## config.mk

```make
export PLATFORM = sky130hd
export DESIGN_NAME = sync_pad_filler
export DESIGN_NICKNAME = d
export VERILOG_FILES = /design/src/rtl/pad_pkg.sv /design/src/rtl/pad_ctrl.sv /design/src/rtl/pad_data.sv /design/src/rtl/sync_pad_filler.sv
export SDC_FILE = /design/constraint.sdc
export NUM_CORES = 1
export LEC_CHECK = 0
export ABC_AREA = 0
export CAP_MARGIN = 40
export CORE_ASPECT_RATIO = 2
export CORE_UTILIZATION = 46
export CTS_CLUSTER_DIAMETER = 80
export DETAILED_ROUTE_END_ITERATION = 12
export PLACE_DENSITY = 0.76
export SLEW_MARGIN = 20
export SYNTH_ARGS = -nofsm -noshare
export SYNTH_HDL_FRONTEND = slang
export SYNTH_HIERARCHICAL = 1
export SYNTH_SLANG_ARGS = --single-unit
```

## constraint.sdc

```tcl
create_clock -name clk -period 2.3 [get_ports clk]
set_input_delay 0.23 -clock clk [delete_from_list [all_inputs] [get_ports clk]]
set_output_delay 0.23 -clock clk [all_outputs]
set_load 0.01 [all_outputs]
```

## src/rtl/pad_pkg.sv

```systemverilog
package pad_pkg;
  typedef enum logic [2:0] {
    PAD_IDLE,
    PAD_CHECK,
    PAD_SEND,
    PAD_GAP,
    PAD_FIN
  } padState_t;

  // strobes from control to datapath
  typedef struct packed {
    logic capture;    // store ratio, clear counters
    logic run;        // block busy, timer advances
    logic countWord;  // a filler word was accepted
    logic gapRun;     // gap counter advances
    logic restore;    // select stored ratio for write-back
  } padStrobe_t;
endpackage

```

## src/rtl/pad_ctrl.sv

```systemverilog
module pad_ctrl
  import pad_pkg::*;
(
  input  logic       clk,
  input  logic       rst,
  input  logic       start,
  input  logic       earlyUser,
  input  logic       wordReady,
  input  logic       expired,
  input  logic       gapDone,
  output padStrobe_t strobe,
  output logic       wordValid,
  output logic       done,
  output logic       timedOut
);
  padState_t state, stateNext;
  logic errReg, errNext;

  always_comb begin
    stateNext = state;
    errNext   = errReg;
    strobe    = '0;
    wordValid = 1'b0;
    done      = 1'b0;
    strobe.run = (state != PAD_IDLE);
    unique case (state)
      PAD_IDLE: if (start) begin
        strobe.capture = 1'b1;
        errNext        = 1'b0;
        stateNext      = PAD_CHECK;
      end
      PAD_CHECK: begin
        if (earlyUser) begin
          errNext   = 1'b0;
          stateNext = PAD_FIN;
        end else if (expired) begin
          errNext   = 1'b1;
          stateNext = PAD_FIN;
        end else begin
          stateNext = PAD_SEND;
        end
      end
      PAD_SEND: begin
        wordValid = 1'b1;
        if (wordReady) begin
          strobe.countWord = 1'b1;
          stateNext        = PAD_GAP;
        end else if (expired) begin
          errNext   = 1'b1;
          stateNext = PAD_FIN;
        end
      end
      PAD_GAP: begin
        strobe.gapRun = 1'b1;
        if (gapDone) stateNext = PAD_CHECK;
      end
      PAD_FIN: begin
        strobe.restore = 1'b1;
        done           = 1'b1;
        stateNext      = PAD_IDLE;
      end
      default: stateNext = PAD_IDLE;
    endcase
  end

  always_ff @(posedge clk) begin
    if (rst) begin
      state  <= PAD_IDLE;
      errReg <= 1'b0;
    end else begin
      state  <= stateNext;
      errReg <= errNext;
    end
  end

  assign timedOut = errReg;

  p_done_pulse_r9: assert property (@(posedge clk) disable iff (rst)
    done |=> !done);
  p_valid_hold_r3: assert property (@(posedge clk) disable iff (rst)
    wordValid && !wordReady && !expired |=> wordValid);
  p_gap_after_word_r5: assert property (@(posedge clk) disable iff (rst)
    wordValid && wordReady |=> !wordValid);
endmodule

```

## src/rtl/pad_data.sv

```systemverilog
module pad_data
  import pad_pkg::*;
#(
  parameter int RATIO_W        = 3,
  parameter int RATIO_ONE      = 0,
  parameter int DATA_W         = 32,
  parameter int CNT_W          = 16,
  parameter int GAP_CYCLES     = 4,
  parameter int TIMEOUT_CYCLES = 200_000_000
) (
  input  logic               clk,
  input  logic               rst,
  input  padStrobe_t         strobe,
  input  logic               wordValid,
  input  logic [RATIO_W-1:0] ratioIn,
  output logic [RATIO_W-1:0] ratioWr,
  output logic [DATA_W-1:0]  wordData,
  output logic [CNT_W-1:0]   padCount,
  output logic               expired,
  output logic               gapDone
);
  localparam int TMR_W = $clog2(TIMEOUT_CYCLES + 1);
  localparam int GAP_W = $clog2(GAP_CYCLES + 1);
  localparam logic [TMR_W-1:0]   TMO_LIMIT = TMR_W'(TIMEOUT_CYCLES);
  localparam logic [GAP_W-1:0]   GAP_LAST  = GAP_W'(GAP_CYCLES - 1);
  localparam logic [RATIO_W-1:0] ONE_CODE  = RATIO_W'(RATIO_ONE);

  logic [RATIO_W-1:0] ratioSaved;
  logic [TMR_W-1:0]   timer;
  logic [GAP_W-1:0]   gapCnt;

  always_ff @(posedge clk) begin
    if (rst) begin
      ratioSaved <= '0;
      timer      <= '0;
      gapCnt     <= '0;
      padCount   <= '0;
    end else begin
      if (strobe.capture) begin
        ratioSaved <= ratioIn;
        timer      <= '0;
        padCount   <= '0;
      end else begin
        if (strobe.run && !expired) timer <= timer + 1'b1;
        if (strobe.countWord) padCount <= padCount + 1'b1;
      end
      gapCnt <= strobe.gapRun ? gapCnt + 1'b1 : '0;
    end
  end

  assign expired  = (timer == TMO_LIMIT);
  assign gapDone  = strobe.gapRun && (gapCnt == GAP_LAST);
  assign ratioWr  = strobe.restore ? ratioSaved : ONE_CODE;
  assign wordData = wordValid ? '1 : '0;

  p_count_stable_r8: assert property (@(posedge clk) disable iff (rst)
    !strobe.capture && !strobe.countWord |=> $stable(padCount));
  p_timer_bounded_r6: assert property (@(posedge clk) disable iff (rst)
    timer <= TMO_LIMIT);
endmodule

```

## src/rtl/sync_pad_filler.sv

```systemverilog
module sync_pad_filler
  import pad_pkg::*;
#(
  parameter int RATIO_W        = 3,
  parameter int RATIO_ONE      = 0,
  parameter int DATA_W         = 32,
  parameter int CNT_W          = 16,
  parameter int GAP_CYCLES     = 4,
  parameter int TIMEOUT_CYCLES = 200_000_000
) (
  input  logic               clk,
  input  logic               rst,
  input  logic               start,
  output logic               done,
  output logic               timedOut,
  input  logic [RATIO_W-1:0] ratioIn,
  output logic [RATIO_W-1:0] ratioWr,
  output logic               ratioWrEn,
  output logic [DATA_W-1:0]  wordData,
  output logic               wordValid,
  input  logic               wordReady,
  input  logic               earlyUser,
  output logic [CNT_W-1:0]   padCount
);
  padStrobe_t strobe;
  logic expired, gapDone;

  pad_ctrl u_ctrl (
    .clk(clk), .rst(rst), .start(start), .earlyUser(earlyUser),
    .wordReady(wordReady), .expired(expired), .gapDone(gapDone),
    .strobe(strobe), .wordValid(wordValid), .done(done), .timedOut(timedOut)
  );

  pad_data #(
    .RATIO_W(RATIO_W), .RATIO_ONE(RATIO_ONE), .DATA_W(DATA_W),
    .CNT_W(CNT_W), .GAP_CYCLES(GAP_CYCLES), .TIMEOUT_CYCLES(TIMEOUT_CYCLES)
  ) u_data (
    .clk(clk), .rst(rst), .strobe(strobe), .wordValid(wordValid),
    .ratioIn(ratioIn), .ratioWr(ratioWr), .wordData(wordData),
    .padCount(padCount), .expired(expired), .gapDone(gapDone)
  );

  assign ratioWrEn = strobe.capture | strobe.restore;

  p_restore_r7: assert property (@(posedge clk) disable iff (rst)
    done |-> ratioWrEn);
  p_force_one_r2: assert property (@(posedge clk) disable iff (rst)
    ratioWrEn && !done |-> ratioWr == RATIO_W'(RATIO_ONE));
  p_stall_data_r3: assert property (@(posedge clk) disable iff (rst)
    wordValid && !wordReady && !expired |=> $stable(wordData));
endmodule

```

=== Word-level counts from Yosys, hierarchy flattened ===
Index checks and enable logic that the tools add are counted.
W data, S select, Z words.

* Output and inout bits: 55
* Bits of input ports: 8
* Word-level logic and storage cells: 52
* Register bits after elaboration: 54

* Reductions and logical operators: 10
* Equal/unequal tests: 10
* Bitwise gates (word level): 2
* Muxes and demuxes: 21
* Add/sub/neg operators: 3

{| class="wikitable"
|+ Operator list
! kind !! count
|-
| $mux W32 || 1
|-
| $add A28 B1 Y28 const B || 1
|-
| $eq A28 B28 Y1 const B || 1
|-
| $mux W3 || 7
|-
| $add A16 B1 Y16 const B || 1
|-
| $pmux W3 S4 || 1
|-
| $mux W1 || 11
|-
| $eq A3 B2 Y1 const B || 3
|-
| $ne A2 B2 Y1 const B || 3
|-
| $reduce_and A3 Y1 || 2
|-
| $reduce_bool A3 Y1 || 2
|-
| $reduce_or A2 Y1 || 2
|-
| $add A3 B1 Y3 const B || 1
|-
| $eq A3 B1 Y1 const B || 1
|-
| $eq A3 B3 Y1 const B || 1
|-
| $logic_not A3 Y1 || 1
|-
| $ne A3 B2 Y1 const B || 1
|-
| $pmux W1 S3 || 1
|-
| $logic_and A1 B1 Y1 || 2
|-
| $logic_not A1 Y1 || 1
|-
| $not A1 Y1 || 1
|-
| $or A1 B1 Y1 || 1
|}

=== Longest topological paths before layout ===
* Depth after elaboration: 5
* Depth in mapped cells: 8
* Depth with buffers taken out: 8

=== Hierarchy ===
Netlist, hierarchy kept.

{| class="wikitable"
|+ Modules (own cells, without submodules)
! module !! seq. area each (µm²) !! area an instance (µm²) !! cells an instance !! times used
|-
| pad_data || 1001.0 || 2597.5 || 302 || 1
|-
| pad_ctrl || 80.1 || 331.6 || 39 || 1
|-
| sync_pad_filler || 0.0 || 6.3 || 1 || 1
|}

=== Worst setup path before layout ===
No wires, ideal clock.

* Path type: register -> register
* Start: register u_data.timer[2]
* End: register u_ctrl.state[0]
* Period minus slack after synthesis: 2.228 ns
* Setup time: 0.092 ns
* Stages on the path, launching flop included: 7
* Arrival: 2.136 ns
* Required time: 2.208 ns
* Setup slack: 0.072 ns
* Buffers on the path: 0
* Cells stage by stage: dfxtp_1 -> or4_1 -> or4_4 -> nor3_1 -> or3b_1 -> a21oi_1 -> nor4_1

* Cells in the longest elaborated chain, start to end: 3

{| class="wikitable"
|+ Ends and longest elaborated chain
! element !! line !! text
|-
| start, declared || pad_data.sv:29 || <nowiki>logic [TMR_W-1:0] timer;</nowiki>
|-
| start signal, assigned || pad_data.sv:44 || <nowiki>if (strobe.run && !expired) timer <= timer + 1'b1;</nowiki>
|-
| $eq A28 B28 Y1 || pad_data.sv:51 || <nowiki>assign expired = (timer == TMO_LIMIT);</nowiki>
|-
| via expired || sync_pad_filler.sv:26 || <nowiki>logic expired, gapDone;</nowiki>
|-
| $ne A3 B2 Y1 (no line) || n/a ||
|-
| $reduce_and A3 Y1 (no line) || n/a ||
|-
| end signal, assigned || pad_ctrl.sv:71 || <nowiki>state <= stateNext;</nowiki>
|-
| end, declared || pad_ctrl.sv:16 || <nowiki>padState_t state, stateNext;</nowiki>
|}

The timed path passes the listed nets, and every way through them passes these cells.
A chain may end at the register's enable or synchronous reset.

=== Final worst setup path ===
* Start: register u_data.timer[26]
* End: register u_data.timer[0]

* Cells in the longest elaborated chain, start to end: 3

{| class="wikitable"
|+ Ends and longest elaborated chain
! element !! line
|-
| $eq A28 B28 Y1 || pad_data.sv:51
|-
| $logic_not A1 Y1 || pad_data.sv:44
|-
| $logic_and A1 B1 Y1 || pad_data.sv:44
|}

No other way between the ends.

==> reports/metrics.csv <==
metric,value,unit
ir_worst_vdd,0.000536,V
start_util,0.485,
fmax,456,MHz
synthTopCellsByArea,"dfxtp_1, xor2_1, buf_4",
fp-row-count,40,
synth_nets,355,
numCtsBuffers,5,
timing.rr.start,u_data/timer[26]$_SDFFE_PP0P_,
tightest_slew,0.435,ns
dr.pass1.iters,5,
wl_per_cell,14.0,um
dr.first_iter.drc_count,52,
yosysWarnings,6,
grt.overflow.total,0,
ys_ff_latch,54,
gp_congestion,0.906,
drive_above_1_share,0.105,
holdPathStages,1,
clock-root-buffer,clkbuf_16,
final_common_cell,clkdlybuf4s50_1,
utilization,0.599,
synth_cell_types,51,
cap_violations,0,
diodes,0,
syn_area_per_cell,8.58,um^2
r2r-end,u_data/timer[0]$_SDFFE_PP0P_,
tns,0,ns
final_max_slew_viol_count,0,
netlist_instances,342,
wirelength,6.50,mm
hold_viol,0,
yosysTopAreaCell,dfxtp_1,
htree_levels,2,
seq_area_frac_synth,0.368,
startpoint_type,flip-flop,
dieArea,6720,um^2
worst_ep_arrival_time,2.37,ns
hold_class,reg2reg,
nFillCells,548,
core_area,6060,um^2
crit_fanout,11,
slew_headroom,0.710,
grt_usage,0.205,
hold_start,u_data/gapCnt[0]$_SDFF_PP0_,
drc_errors,0,
powerDensity,593,nW/um^2
grt_pass1_vias,2467,
synthArstFlopShare,0,
clkTransAtPathRegs,0.07,ns
nNetsFinal,392,
synth_edf_count,0,
rr_worst_depth,5,
port_buffers,62,
clk_path_buf_depth,2,
clock_latency,0.30,ns
die_width,58.5,um
required,2.48,ns
rsz0062_at_grt,false,
hold_buffers,0,
grt_start_max_net_pins,41,
critical_path_class,reg2reg,
cts_tree,yes,
ant_nets,0,
syn_area,2940,um^2
die_height,115,um
end_kind,flip-flop,
antenna_found_initial,0,
setup_viol,0,
whs_endpoint,u_data/gapCnt[0]$_SDFF_PP0_,
ios,63,
final_cell_mix,"clkdlybuf4s50_1, dfxtp_1, nor2_1",
areaGrowthSynthToFinish,23.6,%
synth_ff_type,dfxtp_1,
grt_first_pass_wirelength,10.7,mm
yosys.area.top_type_share,0.368,
clock-sinks,54,
p_leak,1.28,nW
status,completed,
vias_per_cell,5.33,
fin_crit_sh,0.953,
vias,2474,
dp_hpwl,4.83,mm
final.setup_skew,0.00646,ns
min_period,2.19,ns
regToRegSetupSlack,0.11,ns
power by group:
group	internal [mW]	switching [mW]
clock network	0.438	0.355
registers	0.951	0.0246
logic	0.188	0.196
through the flow:
stage | instances | setup slack (ns) | hold WS, ns | area [um^2] | total power [mW]
after global routing | 464 | 0.00415 | 0.448 | 3630 | 2.23
after floorplan | 342 | 0.0718 | 0.302 | 2940 | 1.27
after detailed placement | 455 | 0.0987 | 0.420 | 3450 | 1.38
final | 464 | 0.109 | 0.425 | 3630 | 2.15
after global placement | 455 | 0.146 | 0.408 | 3450 | 1.37
after CTS | 463 | 0.0373 | 0.429 | 3610 | 2.16
layout make-up:
| class | count | area [um^2] | share of cell area |
|---|---|---|---|
| Clock buffer | 6 | 139 | 0.0383 |
| Timing Repair Buffer | 76 | 726 | 0.200 |
| Tap cell | 84 | 105 | 0.0290 |
| Multi-Input combinational cell | 236 | 1540 | 0.424 |
| Clock inverter | 2 | 16.3 | 0.00448 |
| Sequential cell | 54 | 1080 | 0.298 |
| Inverter | 6 | 22.5 | 0.00621 |
Yosys cell counts, types with 2 or more instances:
cell type and count:
xor2_1 30, and2_1 6, clkbuf_1 8, ha_1 5, or2_1 3, nand4b_1 2
xnor2_1 6, dfxtp_1 54, nor4_1 2, and4_1 6, o21ai_1 5, or2_2 2
nor3b_2 2, nand4_1 21, nand3_1 19, nand2b_1 2, buf_4 34, nand2_1 13
buf_1 2, nor3_1 5, or4_1 2, inv_1 6, and3_1 10, or3_1 6
and3b_1 2, mux2i_1 4, nor2_1 55, o211ai_1 2, a21oi_1 5, a2111oi_2 2
sequential cells by signal, indices dropped and copies added (netlist names):
| name | cells |
|---|---|
| u_data/timer | 28 |
| u_ctrl/timedOut | 1 |
| u_data/padCount | 16 |
| u_ctrl/state | 3 |
| u_data/ratioSaved | 3 |
| u_data/gapCnt | 3 |
worst max path at each step:
stage                                        from                       endpoint  slack (ns)  cells after the start
floorplan            u_data/timer[2]$_SDFFE_PP0P_   u_ctrl/state[0]$_SDFFE_PP0P_        0.07                      6
detailed placement  u_data/timer[26]$_SDFFE_PP0P_   u_ctrl/state[0]$_SDFFE_PP0P_         0.1                      6
global route         u_ctrl/state[0]$_SDFFE_PP0P_                      ratioWrEn       0.004                      4
global placement    u_data/timer[26]$_SDFFE_PP0P_  u_data/timer[14]$_SDFFE_PP0P_        0.15                      5
finish              u_data/timer[26]$_SDFFE_PP0P_   u_data/timer[0]$_SDFFE_PP0P_        0.11                      5
CTS                  u_ctrl/state[0]$_SDFFE_PP0P_                      ratioWrEn        0.04                      4
per-layer routing:
| layer | track usage | wire, um |
|---|---|---|
| met2 | 0.389 | 3520 |
| met1 | 0.187 | 2440 |
| met3 | 0.0371 | 202 |
| met4 | 0.141 | 335 |
| met5 | 0 | 0 |
cells by family after synthesis:
logic type | share of synthesized area
muxes | 0.0136
buffers and inverters | 0.113
adders and majority gates | 0.0213
AOI/OAI and AO/OA | 0.0605
DFF | 0.368
and+or+nand+nor | 0.316
xor gates and xnor gates | 0.107
worst max-delay path: stages, from the launching register on:
cell and delay [ns]:
dfxtp_1 0.33, or4_1 0.52, or4_4 0.54, o31ai_4 0.44, xnor2_1 0.20, nor2_2 0.05
repair_timing:
action | 4_1_cts | 5_1_grt
endpoints found under the setup margin | 1 | 40
gates resized for setup | 1 | 3
buffers inserted | 0 | 1
pin swaps | 0 | 1
(Power assumes the default switching activity.)
